--- config.mk ---
export PLATFORM = sky130hd
export DESIGN_NAME = fdet_window_top
export DESIGN_NICKNAME = d
export VERILOG_FILES = /design/src/rtl/fdet_pkg.sv /design/src/rtl/fdet_edge_sync.sv /design/src/rtl/fdet_sat_counter.sv /design/src/rtl/fdet_verdict.sv /design/src/rtl/fdet_window_top.sv
export SDC_FILE = /design/constraint.sdc
export NUM_CORES = 1
export LEC_CHECK = 0
export BUFFER_PORTS_ARGS = -buffer_cell sky130_fd_sc_hd__buf_4
export CORE_MARGIN = 5
export CORE_UTILIZATION = 50
export CTS_CLUSTER_SIZE = 28
export DETAILED_ROUTE_END_ITERATION = 16
export GPL_TIMING_DRIVEN = 1
export MAX_ROUTING_LAYER = met4
export PLACE_DENSITY_LB_ADDON = 0.25
export RECOVER_POWER = 50
export SLEW_MARGIN = 5
export SYNTH_ARGS = -nofsm -noshare
export SYNTH_HDL_FRONTEND = slang
export SYNTH_HIERARCHICAL = 1
export SYNTH_SLANG_ARGS = --single-unit
export TNS_END_PERCENT = 10
--- constraint.sdc ---
create_clock -name clk -period 4.2 [get_ports clk]
set_input_delay 0.21 -clock clk [delete_from_list [all_inputs] [get_ports clk]]
set_output_delay 0.21 -clock clk [all_outputs]
set_load 0.03 [all_outputs]
--- src/rtl/fdet_pkg.sv ---
package fdet_pkg;

    typedef enum logic [1:0] {
        VERDICT_TIE  = 2'd0,
        VERDICT_FAST = 2'd1,
        VERDICT_SLOW = 2'd2
    } verdict_e;

    typedef struct packed {
        logic active;
        logic done;
        logic fast;
        logic slow;
    } fdet_state_t;

    localparam int unsigned NUM_LINES = 3;
    localparam int unsigned LINE_REF  = 0;
    localparam int unsigned LINE_UP   = 1;
    localparam int unsigned LINE_DN   = 2;

endpackage

--- src/rtl/fdet_edge_sync.sv ---
module fdet_edge_sync #(
    parameter int unsigned STAGES = 2
) (
    input  logic clk,
    input  logic rst_n,
    input  logic sig_i,
    output logic rise_o
);
    localparam int unsigned DEPTH = STAGES + 1;

    logic [DEPTH-1:0] pipe_d, pipe_q;

    always_comb begin
        pipe_d = {pipe_q[DEPTH-2:0], sig_i};
    end

    always_ff @(posedge clk or negedge rst_n) begin
        if (!rst_n) pipe_q <= '0;
        else        pipe_q <= pipe_d;
    end

    assign rise_o = pipe_q[STAGES-1] & ~pipe_q[STAGES];


    single_rise_chk: assert property (@(posedge clk) disable iff (!rst_n)
        rise_o |=> !rise_o);

endmodule

--- src/rtl/fdet_sat_counter.sv ---
module fdet_sat_counter #(
    parameter int unsigned WIDTH = 5
) (
    input  logic             clk,
    input  logic             rst_n,
    input  logic             clr_i,
    input  logic             inc_i,
    output logic [WIDTH-1:0] cnt_o
);
    localparam logic [WIDTH-1:0] TOP = '1;

    logic [WIDTH-1:0] cnt_d, cnt_q;

    always_comb begin
        cnt_d = cnt_q;
        if (clr_i)                     cnt_d = '0;
        else if (inc_i && cnt_q != TOP) cnt_d = cnt_q + 1'b1;
    end

    always_ff @(posedge clk or negedge rst_n) begin
        if (!rst_n) cnt_q <= '0;
        else        cnt_q <= cnt_d;
    end

    assign cnt_o = cnt_q;


    no_overflow_chk: assert property (@(posedge clk) disable iff (!rst_n)
        (cnt_q == TOP && !clr_i) |=> cnt_q == TOP);


    clear_zero_chk: assert property (@(posedge clk) disable iff (!rst_n)
        clr_i |=> cnt_q == '0);

endmodule

--- src/rtl/fdet_verdict.sv ---
module fdet_verdict
    import fdet_pkg::*;
#(
    parameter int unsigned WIDTH = 5
) (
    input  logic [WIDTH-1:0] up_cnt_i,
    input  logic [WIDTH-1:0] dn_cnt_i,
    output verdict_e         verdict_o
);
    always_comb begin
        if (up_cnt_i > dn_cnt_i)      verdict_o = VERDICT_FAST;
        else if (dn_cnt_i > up_cnt_i) verdict_o = VERDICT_SLOW;
        else                          verdict_o = VERDICT_TIE;
    end
endmodule

--- src/rtl/fdet_window_top.sv ---
module fdet_window_top
    import fdet_pkg::*;
#(
    parameter int unsigned WINDOW      = 14,
    parameter int unsigned CNT_W       = 5,
    parameter int unsigned SYNC_STAGES = 2
) (
    input  logic clk,
    input  logic rst_n,
    input  logic restart_i,
    input  logic ref_i,
    input  logic up_trig_i,
    input  logic dn_trig_i,
    output logic fast_o,
    output logic slow_o,
    output logic done_o
);
    localparam int unsigned REF_W = $clog2(WINDOW + 1);
    localparam logic [REF_W-1:0] WIN_END = REF_W'(WINDOW);

    logic [NUM_LINES-1:0] line_in;
    logic [NUM_LINES-1:0] line_rise;
    logic [REF_W-1:0]     ref_cnt;
    logic [CNT_W-1:0]     trig_cnt [2];
    logic                 count_en;
    logic                 win_full;
    verdict_e             verdict;
    fdet_state_t          st_d, st_q;

    assign line_in[LINE_REF] = ref_i;
    assign line_in[LINE_UP]  = up_trig_i;
    assign line_in[LINE_DN]  = dn_trig_i;

    for (genvar g = 0; g < NUM_LINES; g++) begin : g_sync
        fdet_edge_sync #(.STAGES(SYNC_STAGES)) sync_i (
            .clk    (clk),
            .rst_n  (rst_n),
            .sig_i  (line_in[g]),
            .rise_o (line_rise[g])
        );
    end

    assign win_full = (ref_cnt == WIN_END);
    assign count_en = st_q.active & ~win_full;

    fdet_sat_counter #(.WIDTH(REF_W)) ref_ctr_i (
        .clk   (clk),
        .rst_n (rst_n),
        .clr_i (restart_i),
        .inc_i (count_en & line_rise[LINE_REF]),
        .cnt_o (ref_cnt)
    );

    for (genvar t = 0; t < 2; t++) begin : g_trig
        fdet_sat_counter #(.WIDTH(CNT_W)) trig_ctr_i (
            .clk   (clk),
            .rst_n (rst_n),
            .clr_i (restart_i),
            .inc_i (count_en & line_rise[LINE_UP + t]),
            .cnt_o (trig_cnt[t])
        );
    end

    fdet_verdict #(.WIDTH(CNT_W)) verdict_i (
        .up_cnt_i  (trig_cnt[0]),
        .dn_cnt_i  (trig_cnt[1]),
        .verdict_o (verdict)
    );

    always_comb begin
        st_d      = st_q;
        st_d.done = 1'b0;
        if (restart_i) begin
            st_d.active = 1'b1;
            st_d.fast   = 1'b0;
            st_d.slow   = 1'b0;
        end else if (st_q.active && win_full) begin
            st_d.active = 1'b0;
            st_d.done   = 1'b1;
            st_d.fast   = (verdict == VERDICT_FAST);
            st_d.slow   = (verdict == VERDICT_SLOW);
        end
    end

    always_ff @(posedge clk or negedge rst_n) begin
        if (!rst_n) st_q <= '{active: 1'b1, done: 1'b0, fast: 1'b0, slow: 1'b0};
        else        st_q <= st_d;
    end

    assign fast_o = st_q.fast;
    assign slow_o = st_q.slow;
    assign done_o = st_q.done;


    flags_excl_chk: assert property (@(posedge clk) disable iff (!rst_n)
        !(fast_o && slow_o));


    done_pulse_chk: assert property (@(posedge clk) disable iff (!rst_n)
        done_o |=> !done_o);


    done_cause_chk: assert property (@(posedge clk) disable iff (!rst_n)
        (!restart_i && st_q.active && win_full) |=> done_o);


    flags_hold_chk: assert property (@(posedge clk) disable iff (!rst_n)
        (!st_q.active && !restart_i) |=> $stable({fast_o, slow_o}) && !done_o);


    tie_none_chk: assert property (@(posedge clk) disable iff (!rst_n)
        (!restart_i && st_q.active && win_full && trig_cnt[0] == trig_cnt[1])
            |=> !fast_o && !slow_o);


    fast_win_chk: assert property (@(posedge clk) disable iff (!rst_n)
        (!restart_i && st_q.active && win_full && trig_cnt[0] > trig_cnt[1])
            |=> fast_o);

endmodule

==> flow_summary_export.csv <==
group,metric,value,unit
worst_setup_path,start_kind,"flop",
synth,ys_seq_area_frac,0.514,
detailed_routing,drc,0,
detailed_routing,drt_iter0_drc,15,
detailed_routing,post_drt_wl_per_cell,14.0,µm
timing,fmax,0.545,GHz
power,p_leak,0.717,nW
timing,min_period_over_period,0.437,
clock_network,clk_latency,0.32,ns
detailed_routing,drtPass1Iterations,4,
die,die_h,61.3,µm
final_layout,mostFrequentLayoutCell,"dfrtp_1",
synth,syn-cell-area,1320,µm²
die,io_pins,9,
synth,ys_warn_count,6,
power,seqPwrFrac,0.640,
final_layout,multi_input_area,604,µm²
die,die_area,3760,µm²
detailed_routing,vias,870,
timing,worst_pin_slew,1.42,ns
clock_network,htree_levels,1,
global_route,grt_use_total,0.146,
hold_path,min_path_type,"in2reg",
final_layout,drive_above_1_share,0.197,
power,p_int,0.327,mW
power,net-switching-power,0.102,mW
timing,finalSetupTns,0,ns
final_layout,final_cell_area,1470,µm²
timing,rsz0062_at_grt,"no",
place,gp_congestion,0.836,
worst_setup_path,worstPathRequired,4.46,ns
clock_network,cts_setup_buffers,0,
die,die_x,61.3,µm
die,rows,18,
clock_network,cts_root_buf,"clkbuf_4",
global_route,grt_pass1_wl,3.98,mm
final_layout,regArea,677,µm²
worst_setup_path,crit_path_max_fanout,5,
global_route,antenna_found_initial,0,
clock_network,post_cts_resized,0,
synth,synth_edf_count,0,
clock_network,clk_pin_slew,0.14,ns
worst_setup_path,crit_path_top_delay_cell,"dfrtp_1",
synth,yosysUniqueCellTypes,29,
timing,fin_skew,0.00459,ns
job,max_cap_viol_count,0,
detailed_routing,avgViaCountPerCell,5.54,
worst_setup_path,max_stage_delay,0.44,ns
final_layout,final_cell_mix,"26 x dfrtp_1, 10 x ha_1, 9 x nor2_1, 8 x a21oi_1, 7 x inv_1",
global_route,grt_max_degree,28,
timing,maxSlewHeadroom,0.0501,
global_route,grt.overflow.total,0,
synth,synth_ff_type,"dfrtp_1",
place,placed_area,1410,µm²
final_layout,fill_cells,207,
die,start_util,0.527,
final_layout,areaGrowthSynthToFinish,11.4,%
status,status,"completed",
place,port_buffers,8,
synth,syn_avg_cell_area,11.7,µm²
detailed_routing,routed_wl,2.19,mm
timing,finalSetupViolCount,0,
worst_setup_path,path_class,"reg2reg",
die,core_area,2500,µm²
timing,drv_slew,0,
worst_setup_path,worstPathCellList,"ha_1, and3_1, ha_1, nand2b_1, or3_1, a21oi_1",
synth,synth_cells,113,
place,place_hpwl,1.58,mm
detailed_routing,drtAntennaViolNets,0,
worst_setup_path,endpoint_kind,"flop",
global_route,grt_pass1_vias,900,
synth,synthArstFlopShare,1.00,
clock_network,cts_buffers,3,
worst_setup_path,crit_arrival,2.09,ns
power,max-vdd-ir-drop,0.000264,V
final_layout,final_nets,144,
synth,ys_ff_latch,27,
final_layout,diodes,0,
timing,period_needed,1.83,ns
clock_network,clockBufferDepth,2,
worst_setup_path,ff2ff_setup_slack,2.37,ns
power,sw_frac_of_total,0.239,
worst_setup_path,crit_path_frequent_cell,"ha_1",
power,pwr-share-clk,0.258,
timing,hold_viol,0,
clock_network,cts_tree,"yes",
clock_network,cts.sinks,27,
power,power.density,293,nW/µm²
synth,syn_nets,129,
power,combPwrFrac,0.101,
[flip-flops by register name, summed over array words and instances, names as in the netlist]
signal	cells
g_trig.trig_ctr_i/cnt_o	10
g_sync.sync_i/pipe_q	9
ref_ctr_i/cnt_o	4
done_o	1
fast_o	1
slow_o	1
st_q	1
[Yosys cell counts (2+ instances only)]
master | n | area share
nand3b_1 | 2 | 0.011
nor3_1 | 2 | 0.0076
inv_1 | 7 | 0.020
and3_2 | 3 | 0.017
and3_1 | 2 | 0.0095
xor2_1 | 4 | 0.027
nand3_1 | 2 | 0.0076
dfrtp_1 | 26 | 0.49
clkbuf_2 | 2 | 0.0076
nand2b_1 | 4 | 0.019
ha_1 | 10 | 0.095
and4b_2 | 2 | 0.017
nor2b_4 | 4 | 0.042
mux2i_1 | 5 | 0.038
nand4_1 | 2 | 0.0095
nor2_1 | 9 | 0.026
o21ai_0 | 5 | 0.019
nand4b_1 | 3 | 0.020
or3_1 | 2 | 0.0095
a21oi_1 | 8 | 0.030
[per-stage QoR]
stage	hold slack, ns	cells	utilization	total power, mW	setup WS, ns
CTS	0.190	157	0.589	0.435	2.36
global placement	0.139	149	0.562	0.319	2.41
detailed placement	0.144	149	0.562	0.321	2.37
global route	0.203	157	0.587	0.448	2.25
finish	0.203	157	0.587	0.429	2.37
floorplan	-0.0856	113	-	0.304	2.46
[kinds of logic after synthesis]
| logic type | after synthesis | share of synthesized area |
|---|---|---|
| simple gates | 41 | 0.217 |
| mux | 6 | 0.0494 |
| fa+ha+maj | 10 | 0.0950 |
| xor+xnor | 4 | 0.0266 |
| compound gates | 16 | 0.0712 |
| buf+inv | 9 | 0.0275 |
| flops | 27 | 0.514 |
[area by class of cell]
cell class	instances	area share
Tap cell	30	0.0256
Timing Repair Buffer	12	0.0656
Multi-Input combinational cell	77	0.412
Inverter	7	0.0179
Sequential cell	27	0.461
Clock buffer	4	0.0179
[worst paths after layout]
check	start	to	cells after the start
max reg2reg	g_trig[0].trig_ctr_i/cnt_o[0]	g_trig[0].trig_ctr_i/cnt_o[3]	6
max in group asynchronous	rst_n	slow_o	2
min	restart_i	g_trig[1].trig_ctr_i/cnt_o[3]	2
min in group asynchronous	rst_n	g_trig[1].trig_ctr_i/cnt_o[2]	2
max	g_trig[0].trig_ctr_i/cnt_o[0]	g_trig[0].trig_ctr_i/cnt_o[3]	6
min reg2reg	g_sync[2].sync_i/pipe_q[0]	g_sync[2].sync_i/pipe_q[1]	0
[power groups by stage]
| stage | Clock, mW | Sequential (mW) | Combinational (mW) |
|---|---|---|---|
| 2_1_floorplan | 0 | 0.278 | 0.0262 |
| 3_3_place_gp | 0 | 0.279 | 0.0396 |
| 3_5_place_dp | 0 | 0.280 | 0.0414 |
| 4_1_cts | 0.116 | 0.275 | 0.0446 |
| 5_1_grt | 0.123 | 0.276 | 0.0484 |
| 6_report | 0.111 | 0.275 | 0.0435 |
[per-layer routing]
layer | track usage | vias up | share of wire
li1 | - | 423 | -
met1 | 0.177 | 429 | 0.46
met2 | 0.242 | 14 | 0.49
met3 | 0.0377 | 4 | 0.035
met4 | 0.0394 | 0 | 0.017
met5 | - | - | 0
[worst max-delay path, delay by kind of cell, from the launching register on]
| family | cells | cell delay [ns] |
|---|---|---|
| flip-flops | 1 | 0.44 |
| adder cells (fa/ha/maj) | 2 | 0.41 |
| AND/OR/NAND/NOR | 3 | 0.77 |
| AO/OA/AOI/OAI | 1 | 0.15 |
[what timing repair did]
item	CTS	global route
setup endpoints to repair	0	0
hold buffers	4	0
hold endpoints to repair	29	0
No activity file was read; power rests on OpenSTA's default activity.
